`src/rtl/core_emu_pkg.sv`:
```
package core_emu_pkg;

  typedef enum logic [3:0] {
    ST_IDLE,
    ST_RD_WAIT,
    ST_RD_CAP,
    ST_RD_PULSE,
    ST_WR_CHECK,
    ST_WR_DO,
    ST_TRI_OFF,
    ST_HOLD,
    ST_ABORT
  } cyc_state_e;

  // number of set-pulse groups per read: two halfwords plus parity
  localparam int unsigned NUM_GROUPS = 3;

endpackage

```
`src/rtl/cdc_sync.sv`:
```
module cdc_sync #(
  parameter int unsigned WIDTH = 1
) (
  input  logic             clk,
  input  logic             rst,
  input  logic [WIDTH-1:0] async_i,
  output logic [WIDTH-1:0] sync_o
);

  logic [WIDTH-1:0] meta_q;
  logic [WIDTH-1:0] stable_q;

  always_ff @(posedge clk) begin
    if (rst) begin
      meta_q   <= '0;
      stable_q <= '0;
    end else begin
      meta_q   <= async_i;
      stable_q <= meta_q;
    end
  end

  assign sync_o = stable_q;

endmodule

```
`src/rtl/gap_timer.sv`:
```
module gap_timer #(
  parameter int unsigned TW = 9
) (
  input  logic          clk,
  input  logic          rst,
  input  logic          load_i,
  input  logic [TW-1:0] val_i,
  output logic          expired_o
);

  logic [TW-1:0] cnt_q;

  always_ff @(posedge clk) begin
    if (rst) begin
      cnt_q <= '0;
    end else if (load_i) begin
      cnt_q <= val_i;
    end else if (cnt_q != '0) begin
      cnt_q <= cnt_q - TW'(1);
    end
  end

  assign expired_o = (cnt_q == '0);

endmodule

```
`src/rtl/set_pulse_gen.sv`:
```
module set_pulse_gen #(
  parameter int unsigned DATA_W     = 16,
  parameter int unsigned GROUP_CLKS = 9
) (
  input  logic              clk,
  input  logic              rst,
  input  logic              start_i,
  input  logic [DATA_W-1:0] word_i,
  output logic [DATA_W+1:0] pulse_o,
  output logic              done_o
);
  import core_emu_pkg::*;

  localparam int unsigned HALF = DATA_W / 2;
  localparam int unsigned PW   = DATA_W + 2;
  localparam int unsigned CW   = $clog2(GROUP_CLKS + 1);
  localparam int unsigned GW   = $clog2(NUM_GROUPS);

  logic [PW-1:0] grp_mask [NUM_GROUPS];
  logic [PW-1:0] vec_d;
  logic [PW-1:0] vec_q;
  logic [PW-1:0] pulse_q;
  logic [GW-1:0] grp_q;
  logic [CW-1:0] cnt_q;
  logic          active_q;
  logic          done_q;
  logic          par_hi;
  logic          par_lo;

  // group 0: left halfword, group 1: right halfword, group 2: parity
  for (genvar g = 0; g < NUM_GROUPS; g++) begin : g_grp
    for (genvar b = 0; b < PW; b++) begin : g_bit
      localparam int unsigned BG = (b >= DATA_W) ? 2 : ((b >= HALF) ? 0 : 1);
      assign grp_mask[g][b] = (BG == g);
    end
  end

  // odd parity: bit set when the halfword holds an even count of ones
  always_comb begin
    par_hi = ~(^word_i[DATA_W-1:HALF]);
    par_lo = ~(^word_i[HALF-1:0]);
    vec_d  = {par_hi, par_lo, word_i};
  end

  always_ff @(posedge clk) begin
    if (rst) begin
      vec_q    <= '0;
      pulse_q  <= '0;
      grp_q    <= '0;
      cnt_q    <= '0;
      active_q <= 1'b0;
      done_q   <= 1'b0;
    end else begin
      done_q <= 1'b0;
      if (start_i && !active_q) begin
        vec_q    <= vec_d;
        pulse_q  <= vec_d & grp_mask[0];
        grp_q    <= '0;
        cnt_q    <= '0;
        active_q <= 1'b1;
      end else if (active_q) begin
        if (cnt_q == CW'(GROUP_CLKS - 1)) begin
          cnt_q <= '0;
          if (grp_q == GW'(NUM_GROUPS - 1)) begin
            active_q <= 1'b0;
            pulse_q  <= '0;
            done_q   <= 1'b1;
          end else begin
            grp_q   <= grp_q + GW'(1);
            pulse_q <= vec_q & grp_mask[grp_q + GW'(1)];
          end
        end else begin
          cnt_q <= cnt_q + CW'(1);
        end
      end
    end
  end

  assign pulse_o = pulse_q;
  assign done_o  = done_q;

endmodule

```
`src/rtl/core_cycle_ctrl.sv`:
```
module core_cycle_ctrl #(
  parameter int unsigned ADDR_W     = 10,
  parameter int unsigned DATA_W     = 16,
  parameter int unsigned GROUP_CLKS = 9,
  parameter int unsigned CYCLE_CLKS = 360,
  parameter int unsigned HOLD_CLKS  = 120,
  parameter int unsigned CNT_W      = 8
) (
  input  logic              clk,
  input  logic              rst,
  input  logic              stor_use_i,
  input  logic              rd_phase_i,
  input  logic              wr_phase_i,
  input  logic [ADDR_W-1:0] addr_i,
  input  logic [DATA_W-1:0] sbr_i,
  input  logic [DATA_W-1:0] mem_rdata_i,
  output logic [ADDR_W-1:0] mem_addr_o,
  output logic              mem_we_o,
  output logic [DATA_W-1:0] mem_wdata_o,
  output logic              data_oe_o,
  output logic [DATA_W+1:0] set_pulse_o,
  output logic              busy_o,
  output logic [CNT_W-1:0]  abort_count_o
);
  import core_emu_pkg::*;

  localparam int unsigned SYNC_W = 3 + ADDR_W + DATA_W;
  localparam int unsigned MAX_WAIT = (CYCLE_CLKS > HOLD_CLKS) ? CYCLE_CLKS : HOLD_CLKS;
  localparam int unsigned TW = $clog2(MAX_WAIT + 1);

  cyc_state_e        state_q;
  logic [SYNC_W-1:0] sync_bus;
  logic              stor_s, rd_s, wr_s;
  logic [ADDR_W-1:0] addr_s;
  logic [DATA_W-1:0] sbr_s;
  logic              rd_prev_q, wr_prev_q;
  logic              rd_edge, wr_edge;
  logic [ADDR_W-1:0] addr_q;
  logic [DATA_W-1:0] wdata_q;
  logic              we_q, oe_q;
  logic [CNT_W-1:0]  abort_q;
  logic              tmr_load;
  logic [TW-1:0]     tmr_val;
  logic              tmr_expired;
  logic              pulse_start;
  logic              pulse_done;

  cdc_sync #(.WIDTH(SYNC_W)) u_sync (
    .clk     (clk),
    .rst     (rst),
    .async_i ({stor_use_i, rd_phase_i, wr_phase_i, addr_i, sbr_i}),
    .sync_o  (sync_bus)
  );

  assign {stor_s, rd_s, wr_s, addr_s, sbr_s} = sync_bus;
  assign rd_edge = rd_s & ~rd_prev_q;
  assign wr_edge = wr_s & ~wr_prev_q;

  // pulses begin only after storage-in-use is confirmed
  assign pulse_start = (state_q == ST_RD_CAP) && stor_s;

  set_pulse_gen #(.DATA_W(DATA_W), .GROUP_CLKS(GROUP_CLKS)) u_pulse (
    .clk     (clk),
    .rst     (rst),
    .start_i (pulse_start),
    .word_i  (mem_rdata_i),
    .pulse_o (set_pulse_o),
    .done_o  (pulse_done)
  );

  always_comb begin
    tmr_load = 1'b0;
    tmr_val  = TW'(HOLD_CLKS);
    if (state_q == ST_TRI_OFF) begin
      tmr_load = 1'b1;
    end else if (((state_q == ST_RD_CAP) || (state_q == ST_WR_CHECK)) && !stor_s) begin
      tmr_load = 1'b1;
      tmr_val  = TW'(CYCLE_CLKS);
    end
  end

  gap_timer #(.TW(TW)) u_timer (
    .clk       (clk),
    .rst       (rst),
    .load_i    (tmr_load),
    .val_i     (tmr_val),
    .expired_o (tmr_expired)
  );

  always_ff @(posedge clk) begin
    if (rst) begin
      state_q   <= ST_IDLE;
      rd_prev_q <= 1'b0;
      wr_prev_q <= 1'b0;
      addr_q    <= '0;
      wdata_q   <= '0;
      we_q      <= 1'b0;
      oe_q      <= 1'b0;
      abort_q   <= '0;
    end else begin
      rd_prev_q <= rd_s;
      wr_prev_q <= wr_s;
      case (state_q)
        ST_IDLE: begin
          if (rd_edge) begin
            addr_q  <= addr_s;
            state_q <= ST_RD_WAIT;
          end else if (wr_edge) begin
            addr_q  <= addr_s;
            wdata_q <= sbr_s;
            state_q <= ST_WR_CHECK;
          end
        end
        ST_RD_WAIT: state_q <= ST_RD_CAP;
        ST_RD_CAP: begin
          if (stor_s) begin
            oe_q    <= 1'b1;
            state_q <= ST_RD_PULSE;
          end else begin
            abort_q <= abort_q + CNT_W'(1);
            state_q <= ST_ABORT;
          end
        end
        ST_RD_PULSE: begin
          if (pulse_done) state_q <= ST_TRI_OFF;
        end
        ST_WR_CHECK: begin
          if (stor_s) begin
            we_q    <= 1'b1;
            state_q <= ST_WR_DO;
          end else begin
            abort_q <= abort_q + CNT_W'(1);
            state_q <= ST_ABORT;
          end
        end
        ST_WR_DO: begin
          we_q    <= 1'b0;
          state_q <= ST_TRI_OFF;
        end
        ST_TRI_OFF: begin
          oe_q    <= 1'b0;
          state_q <= ST_HOLD;
        end
        ST_HOLD: begin
          if (tmr_expired) state_q <= ST_IDLE;
        end
        ST_ABORT: begin
          if (tmr_expired) state_q <= ST_IDLE;
        end
        default: state_q <= ST_IDLE;
      endcase
    end
  end

  assign mem_addr_o    = addr_q;
  assign mem_we_o      = we_q;
  assign mem_wdata_o   = wdata_q;
  assign data_oe_o     = oe_q;
  assign busy_o        = (state_q != ST_IDLE);
  assign abort_count_o = abort_q;

endmodule

```
`config.mk`:
```
export PLATFORM = sky130hd
export DESIGN_NAME = core_cycle_ctrl
export DESIGN_NICKNAME = d
export VERILOG_FILES = /design/src/rtl/core_emu_pkg.sv /design/src/rtl/cdc_sync.sv /design/src/rtl/gap_timer.sv /design/src/rtl/set_pulse_gen.sv /design/src/rtl/core_cycle_ctrl.sv
export SDC_FILE = /design/constraint.sdc
export NUM_CORES = 1
export LEC_CHECK = 0
export ABC_AREA = 1
export BUFFER_PORTS_ARGS = -buffer_cell sky130_fd_sc_hd__clkbuf_2
export CORE_MARGIN = 8
export CORE_UTILIZATION = 38
export DETAILED_ROUTE_END_ITERATION = 8
export SLEW_MARGIN = 20
export SYNTH_ARGS = -nofsm -noshare
export SYNTH_HDL_FRONTEND = slang
export SYNTH_HIERARCHICAL = 1
export SYNTH_SLANG_ARGS = --single-unit
```
`constraint.sdc`:
```
create_clock -name clk -period 4.06 [get_ports clk]
set_input_delay 0.406 -clock clk [delete_from_list [all_inputs] [get_ports clk]]
set_output_delay 0.406 -clock clk [all_outputs]
set_load 0.01 [all_outputs]
```
==> results.txt <==
outcome: finished, final reports clean
fill count: 1686
clock slew seen by the registers of the worst setup and hold paths: 0.07 ns
nets: 995
Vias: 5104
crit start category: register
area delta synth->final: 20.37%
clk_skew: 0.009026 ns
vias in the first global route: 4744
Worst Hold Endpoint: u_sync/meta_q[10]$_SDFF_PP0_
footprint of the multi-input gates: 2511 um^2
R2R cell count: 9
Setup CP Type: reg2reg
Crit-path slowest cell: inv_1
Tot GR Track Use: 12.98%
layout cell share with drive strength beyond 1: 18.78%
Seq/Total Area, Yosys: 49.09%
Port-buffer cells: 101
power per cell area: 552.7 nW/um^2
Buf+Inv Stages, Crit Path: 4
max_slew headroom: 35.78%
min cycle time layout: 2.214 ns
top cell family by delay on the critical path: buffers and inverters
DRC: 0
Max-Cap Viols: 0
HPWL after detailed placement: 8996 um
final hold vios: 0
# Post-CTS Setup Buffers: 0
worst r2r dst: u_pulse/cnt_q[1]$_SDFFE_PP0P_
Max Clk Rate: 451.7 MHz
Layout Cells excl Fill: 1173
hold-fix buffers at CTS: 0
drt wl/cell: 11.12 um
Clock Path Buffers: 2
initial antenna violation count: 0
top-area cell type share of the netlist area: 49.09%
VDD IR-drop max: 333.1 uV
Critical Path Max Stage Delay: 0.43 ns
synth unique cells: 41
leak pwr: 0.003780 uW
final core occ: 46.11%
period utilization: 54.53%
global placement routability congestion: 0.7895
CP arrival: 2.51 ns
grt total ovfl: 0
worst r2r src: state_q[3]$_SDFFE_PP0P_
Seq. cell area: 3063 um^2
# setup viols final: 0
placed cells: 1141
Synth area leader: dfxtp_1
Most Frequent Cell on Critical Path: inv_1
hold crit path type: in2reg
hold path cells: 3
number of synthesized flops with an enable pin: 0
number of cell rows: 47
total core area: 16290 um^2
Post-CTS Resized: 0
hold wc startpoint: sbr_i[10]
Iter 0 DRT Violations: 212
clock root cell: clkbuf_16
post-route antenna net violation count: 0
synth warn: 6
#FFs+latches synth: 153
crit end category: register
Final Power: 4151 uW
Post-Route Setup TNS: 0 ns
I/O Pins: 102
CTS tree: built
mapped cell area: 6240 um^2
most common cell in the netlist: nand2_1
Mapped Cells: 838
flop2flop setup slack: 1.85 ns
largest net degree at the start of global routing: 88
WP data required: 4.35 ns
final wirelength: 13050 um
Worst Tran Pin Value: 0.9623 ns
Vias/cell: 4.351
Avg Cell Area, Syn: 7.446 um^2
worst skew pair latency: 0.42 ns
initial core utilization: 38.31%
first-pass GRT wire length: 21670 um
Die Span X: 144.1 um
worst-path cell chain: nor2_4, nand3_1, inv_1, inv_1, nor2_2, buf_4, nor2_4, inv_1, nor2_1
Die Area: 20780 um^2
number of CTS-inserted buffers: 17
Most used DFF post-synth: dfxtp_1
most frequent cells after synthesis: nand2_1, nor2_1, dfxtp_1, inv_1, o21ai_0
RSZ-0062 raised after global routing: false
FFs w/ async S/R, synth: 0%
Sink Count: 153
DR pass1 iterations: 4
CP max FO: 25
# diodes: 0
top cells by area in the synthesized netlist: dfxtp_1, nand2_1, nor2_1
H-tree depth: 4
Die Y: 144.1 um
pins over their slew limit: 0
==> tightest hold or removal path: stages <==
cell and delay [ns]:
clkbuf_2 0.08, inv_1 0.04, nor2_1 0.03
==> cell usage in the layout (no fill, tap or decap), types with 7 or more instances in the layout <==
cell       instances
inv_1            125
o21ai_0           52
a21oi_2            9
nor2_4             7
clkbuf_2         100
a21oi_1           35
nor2_1           155
nand3_1           30
clkbuf_16         17
ha_1               8
nand2_1          190
dfxtp_1          153
conb_1             7
==> sequential cells by signal, summed over array words and instances, names as in the netlist, 2 cells and up <==
register	count
u_timer/cnt_q	9
u_pulse/grp_q	2
mem_wdata_o	16
state_q	4
u_pulse/pulse_o	18
u_pulse/cnt_q	4
mem_addr_o	10
u_sync/meta_q	29
abort_count_o	8
u_sync/sync_o	29
u_pulse/vec_q	18
==> worst max-delay path by stage <==
stage | from | end | slack, ns | depth (start not counted)
after global routing | state_q[1]$_SDFFE_PP0P_ | u_pulse/pulse_o[4]$_SDFFE_PP0P_ | 1.62 | 10
after detailed placement | state_q[3]$_SDFFE_PP0P_ | u_pulse/cnt_q[1]$_SDFFE_PP0P_ | 1.82 | 9
final | state_q[3]$_SDFFE_PP0P_ | u_pulse/cnt_q[1]$_SDFFE_PP0P_ | 1.85 | 9
after CTS | state_q[3]$_SDFFE_PP0P_ | u_pulse/cnt_q[1]$_SDFFE_PP0P_ | 1.82 | 9
after floorplan | state_q[3]$_SDFFE_PP0P_ | u_pulse/cnt_q[1]$_SDFFE_PP0P_ | 2.49 | 10
after global placement | state_q[3]$_SDFFE_PP0P_ | u_pulse/cnt_q[1]$_SDFFE_PP0P_ | 1.85 | 9
==> where the power goes <==
| part | internal [uW] | switching, uW | total, uW |
|---|---|---|---|
| logic | 281 | 498 | 778 |
| registers | 1620 | 81.5 | 1700 |
| clock network | 996 | 677 | 1670 |
==> final cells by class <==
type,count,area share [%]
inverter,132,6.663
clock buffer,17,5.664
multi-input combinational,533,33.43
sequential,153,40.78
timing repair buffer,103,6.963
tap,220,3.665
clock inverter,15,2.832
==> kinds of logic after synthesis <==
group / synth area share, %
compound gates: 9.224
xor+xnor: 0.5616
fa+ha+maj: 1.604
buf+inv: 10.97
flops: 49.09
other cells: 0.1204
simple gates: 28.43
==> layer usage <==
layer / up-vias / wire length, um / global-route usage (%)
met4: 0 / 197 / 4.765
li1: 2756 / - / -
met3: 18 / 626 / 3.533
met1: 2254 / 5959 / 15.63
met2: 76 / 6262 / 21.76
met5: - / 0 / 0
==> through the flow <==
| step | hold slack, ns | instance area [um^2] | setup slack [ns] |
|---|---|---|---|
| after CTS | 0.1470 | 7511 | 1.819 |
| final | 0.1638 | 7511 | 1.846 |
| after floorplan | 0.3883 | 6259 | 2.488 |
| after detailed placement | 0.3921 | 6873 | 1.819 |
| after global placement | 0.3885 | 6873 | 1.848 |
| after global routing | 0.1545 | 7511 | 1.617 |
Note: power is estimated with default switching activity, not from simulation.
